## src/rtl/hazPkg.sv

```systemverilog
package hazPkg;
  typedef enum logic [1:0] {
    SEL_RF  = 2'b00,
    SEL_WB  = 2'b01,
    SEL_MEM = 2'b10
  } fwdSel_e;

  typedef struct packed {
    logic stall;
    logic flush;
  } ctlStrobes_t;
endpackage

```

## src/rtl/fwdDatapath.sv

```systemverilog
module fwdDatapath #(
  parameter int REG_COUNT = 32,
  localparam int AW = $clog2(REG_COUNT)
) (
  input  logic                 clk,
  input  logic                 rst_n,
  input  logic [1:0][AW-1:0]   exSrc,
  input  logic [AW-1:0]        memRd,
  input  logic                 memWe,
  input  logic [AW-1:0]        wbRd,
  input  logic                 wbWe,
  output hazPkg::fwdSel_e [1:0] sel
);
  import hazPkg::*;

  logic memLive, wbLive;
  assign memLive = memWe && (memRd != '0);
  assign wbLive  = wbWe && (wbRd != '0);

  for (genvar g = 0; g < 2; g++) begin : gOperand
    always_comb begin
      if (memLive && memRd == exSrc[g])     sel[g] = SEL_MEM;
      else if (wbLive && wbRd == exSrc[g])  sel[g] = SEL_WB;
      else                                  sel[g] = SEL_RF;
    end

    // a memory-stage match wins over writeback
    assert_mem_priority_R1: assert property (@(posedge clk) disable iff (!rst_n)
      (memWe && memRd == exSrc[g] && exSrc[g] != '0) |-> sel[g] == SEL_MEM);
    // register zero is never forwarded
    assert_zero_no_fwd_R4: assert property (@(posedge clk) disable iff (!rst_n)
      (exSrc[g] == '0) |-> sel[g] == SEL_RF);
  end
endmodule

```

## src/rtl/stallControl.sv

```systemverilog
module stallControl #(
  parameter int REG_COUNT = 32,
  localparam int AW = $clog2(REG_COUNT)
) (
  input  logic                clk,
  input  logic                rst_n,
  input  logic [AW-1:0]       idRs,
  input  logic [AW-1:0]       idRt,
  input  logic                idIsCtl,
  input  logic                idCtlTaken,
  input  logic [AW-1:0]       exRd,
  input  logic                exWe,
  input  logic                exIsLoad,
  input  logic [AW-1:0]       memRd,
  input  logic                memWe,
  output hazPkg::ctlStrobes_t strobes
);
  logic exHitsId, memHitsId, loadUse, ctlWait;

  always_comb begin
    exHitsId  = exWe && (exRd != '0) && (exRd == idRs || exRd == idRt);
    memHitsId = memWe && (memRd != '0) && (memRd == idRs || memRd == idRt);
    loadUse   = exIsLoad && exHitsId;
    ctlWait   = idIsCtl && (exHitsId || memHitsId);
    strobes.stall = loadUse || ctlWait;
    strobes.flush = idIsCtl && idCtlTaken && !strobes.stall;
  end

  // load feeding decode must stall
  assert_load_use_R5: assert property (@(posedge clk) disable iff (!rst_n)
    (exWe && exIsLoad && exRd != '0 && exRd == idRs) |-> strobes.stall);
  // branch waiting on memory-stage producer
  assert_ctl_mem_R7: assert property (@(posedge clk) disable iff (!rst_n)
    (idIsCtl && memWe && memRd != '0 && memRd == idRt) |-> strobes.stall);
  // stall overrides flush
  assert_stall_wins_R9: assert property (@(posedge clk) disable iff (!rst_n)
    !(strobes.stall && strobes.flush));
  // no flush unless a taken control instruction
  assert_flush_src_R10: assert property (@(posedge clk) disable iff (!rst_n)
    strobes.flush |-> (idIsCtl && idCtlTaken));
endmodule

```

## src/rtl/hazardUnit.sv

```systemverilog
module hazardUnit #(
  parameter int REG_COUNT = 32,
  localparam int AW = $clog2(REG_COUNT)
) (
  input  logic          clk,
  input  logic          rst_n,
  input  logic [AW-1:0] idRs,
  input  logic [AW-1:0] idRt,
  input  logic          idIsCtl,
  input  logic          idCtlTaken,
  input  logic [AW-1:0] exRs,
  input  logic [AW-1:0] exRt,
  input  logic [AW-1:0] exRd,
  input  logic          exWe,
  input  logic          exIsLoad,
  input  logic [AW-1:0] memRd,
  input  logic          memWe,
  input  logic [AW-1:0] wbRd,
  input  logic          wbWe,
  output logic [1:0]    fwdSelA,
  output logic [1:0]    fwdSelB,
  output logic          stallFront,
  output logic          bubbleEx,
  output logic          flushIfId
);
  import hazPkg::*;

  fwdSel_e [1:0]   selPair;
  ctlStrobes_t     strobes;

  fwdDatapath #(.REG_COUNT(REG_COUNT)) i_fwd (
    .clk(clk), .rst_n(rst_n),
    .exSrc({exRt, exRs}),
    .memRd(memRd), .memWe(memWe),
    .wbRd(wbRd), .wbWe(wbWe),
    .sel(selPair)
  );

  stallControl #(.REG_COUNT(REG_COUNT)) i_ctl (
    .clk(clk), .rst_n(rst_n),
    .idRs(idRs), .idRt(idRt),
    .idIsCtl(idIsCtl), .idCtlTaken(idCtlTaken),
    .exRd(exRd), .exWe(exWe), .exIsLoad(exIsLoad),
    .memRd(memRd), .memWe(memWe),
    .strobes(strobes)
  );

  assign fwdSelA    = selPair[0];
  assign fwdSelB    = selPair[1];
  assign stallFront = strobes.stall;
  assign bubbleEx   = strobes.stall;
  assign flushIfId  = strobes.flush;

  // a writeback-only producer never stalls a branch
  assert_wb_no_stall_R8: assert property (@(posedge clk) disable iff (!rst_n)
    (idIsCtl && !exWe && !memWe) |-> !stallFront);
endmodule

```

## config.mk

```make
export PLATFORM = sky130hd
export DESIGN_NAME = hazardUnit
export DESIGN_NICKNAME = d
export VERILOG_FILES = /design/src/rtl/hazPkg.sv /design/src/rtl/fwdDatapath.sv /design/src/rtl/stallControl.sv /design/src/rtl/hazardUnit.sv
export SDC_FILE = /design/constraint.sdc
export NUM_CORES = 1
export LEC_CHECK = 0
export BUFFER_PORTS_ARGS = -buffer_cell sky130_fd_sc_hd__buf_2
export CAP_MARGIN = 40
export CORE_UTILIZATION = 30
export DETAILED_ROUTE_END_ITERATION = 6
export MAX_ROUTING_LAYER = met4
export PLACE_DENSITY = 0.68
export SYNTH_ARGS = -nofsm -noshare
export SYNTH_HDL_FRONTEND = slang
export SYNTH_SLANG_ARGS = --single-unit
```

## constraint.sdc

```tcl
create_clock -name vclk -period 1.1
set_input_delay 0.055 -clock vclk [all_inputs]
set_output_delay 0.055 -clock vclk [all_outputs]
set_load 0.01 [all_outputs]
```

==> results.ini <==
[outcome]
status=finished with violations
violations=setup timing

[pwr]
p_per_area_nw_per_um2=376.2
p_total_uw=409.0
leakage_nw=0.5220
vdd_drop_max_mv=0.1826

[global_routing]
grt_start_max_net_pins=6
grt_overflow=0
grt_antenna_before_repair=0
grt_pass1_vias=686
groute.usage.overall_pct=17.80
grt_pass1_wl_um=2815

[timing]
max_slew.worst_pin.slew_ns=0.2978
fin_crit_sh_pct=123.0
finalWorstSetupSlack_ns=-0.2534
tns_ns=-1.314
slew_violations=0
setup_violations=7
fin_crit_ns=1.353
fmax_mhz=738.9
rsz0062_at_grt=true
slew_headroom_pct=79.98
finalHoldViolCount=0

[cells_and_area]
fin_util_pct=60.35
n_clock_buffer=0
layout-drive-gt1-share_pct=62.32
instances_no_fill=163
ff_latch_area_um2=0
final_nets=183
antenna_cells=0
fillCellCount=171
areaGrowthSynthToFinish_pct=81.80
n_sequential_cell=0

[die]
die-area_um2=2176
floorplan.rows=15
io_pins=50
die_w_um=46.65
core-area_um2=1802
die_h_um=46.65
start_util_pct=33.19

[run]
maxCapViolations=0

[logic_synthesis]
synth_top_family_by_area=XOR/XNOR gates
yosys_warnings=0
ys_seq_area_share_pct=0
synth_top_cell_by_area=xor2_1
synth_xor_area_share_pct=58.58
synth_mux_area_share_pct=0
syn_inst=74
yosysMostFrequentCell=xor2_1
synth_nets=117
synth_compound_area_share_pct=10.88
synth_commonest_cells=xor2_1, xnor2_1
syn-cell-area_um2=598.1
netlist_top_cells_area=xor2_1, xnor2_1, nor4_2
yosys.area_share.adder_pct=0
synthSimpleGateAreaFrac_pct=23.85
syn_area_per_cell_um2=8.082
ys_types=20
yosysTopAreaCellShare_pct=49.79

[routing]
wirelength_met1_um=784
wl_met3_um=71
ant_nets=0
via_per_inst=4.540
drt_iter0_drc=9
num_vias=740
topRoutingLayerUsed=met3
met2WireLength_um=1005
wl_um=1861
firstDrtPassIters=4
drc=0
avgRoutedWirePerCell_um=11.42

[setup_path]
critPathMaxFanout=4
crit_buf_inv=2
critPathTopFamily=simple AND/OR/NAND/NOR gates
path_cells=buf_6 > or4_4 > o21ai_4 > nor4_2 > nor4_2 > buf_2
crit_top_cell=nor4_2
worstSetupEndpointType=output port
cp-start-kind=primary input
crit_arrival_ns=1.30
cp_slowest_cell=or4_4
cp.required_ns=1.04
slowest_delay_ns=0.54
worstSetupPathType=in -> out

[hold_path]
min_path_type=in -> out

[placed_design]
gp_congestion=0.7260
dpl_worst_slack_ns=-0.3074
hpwlAfterDp_um=1623
io_buffer_count=48
dp.cells=162

cell type report:
type,instances,area (µm²),share of cell area [%]
well taps,25,31.28,2.877
inverters,1,3.754,0.3452
repair buffers,70,427.9,39.36
multi-input cells,67,624.3,57.42
metrics by stage:
step	hold WS (ns)	cell area (µm²)
floorplan	0.2472	625.6
global placement	0.4975	1007
detailed placement	0.5120	1007
CTS	0.5104	1079
global route	0.5413	1087
finish	0.5082	1087
metal layers:
metal / vias to the layer above / track usage (%)
met5: - / -
met1: 335 / 22.76
met3: 0 / 0
met2: 19 / 33.06
met4: 0 / 0
li1: 386 / -
final timing paths:
| path | startpoint | end | slack [ns] | cells past startpoint |
|---|---|---|---|---|
| setup / recovery | memRd[4] | fwdSelA[0] | -0.25 | 6 |
| hold / removal | memWe | fwdSelA[1] | 0.51 | 4 |
kinds of logic (layout without fill, tap and decap cells):
group / after synthesis / count (layout)
AND/OR/NAND/NOR: 20 / 20
buffers and inverters: 7 / 71
XOR/XNOR: 40 / 40
AO/OA/AOI/OAI: 7 / 7
where the power goes:
| part | total [mW] | internal, mW | switching (mW) |
|---|---|---|---|
| Clock | 0 | 0 | 0 |
| Sequential | 0 | 0 | 0 |
| Combinational | 0.409 | 0.218 | 0.191 |
what timing repair did:
action / CTS / global route
setup buffers: 1 / 0
pin swaps: 2 / 3
setup endpoints to repair: 7 / 7
endpoints found under the hold margin: 0 / 0
hold buffers: 0 / 0
gates resized for setup: 12 / 2
cells in the final DEF (no fill, tap or decap):
cell type and count:
nor3_2 3, o21ai_4 1, or4_1 2, a22oi_2 2, nor4_2 4, xor2_1 34, o221ai_4 1, nor2_1 4
inv_1 1, or4_4 3, o221a_4 1, o32ai_2 1, xnor2_1 6, buf_6 4, buf_4 21, nor3_1 1
nand3_1 2, o21ai_1 1, and2_1 1, buf_2 45
Power figures use the tool's default switching activity.
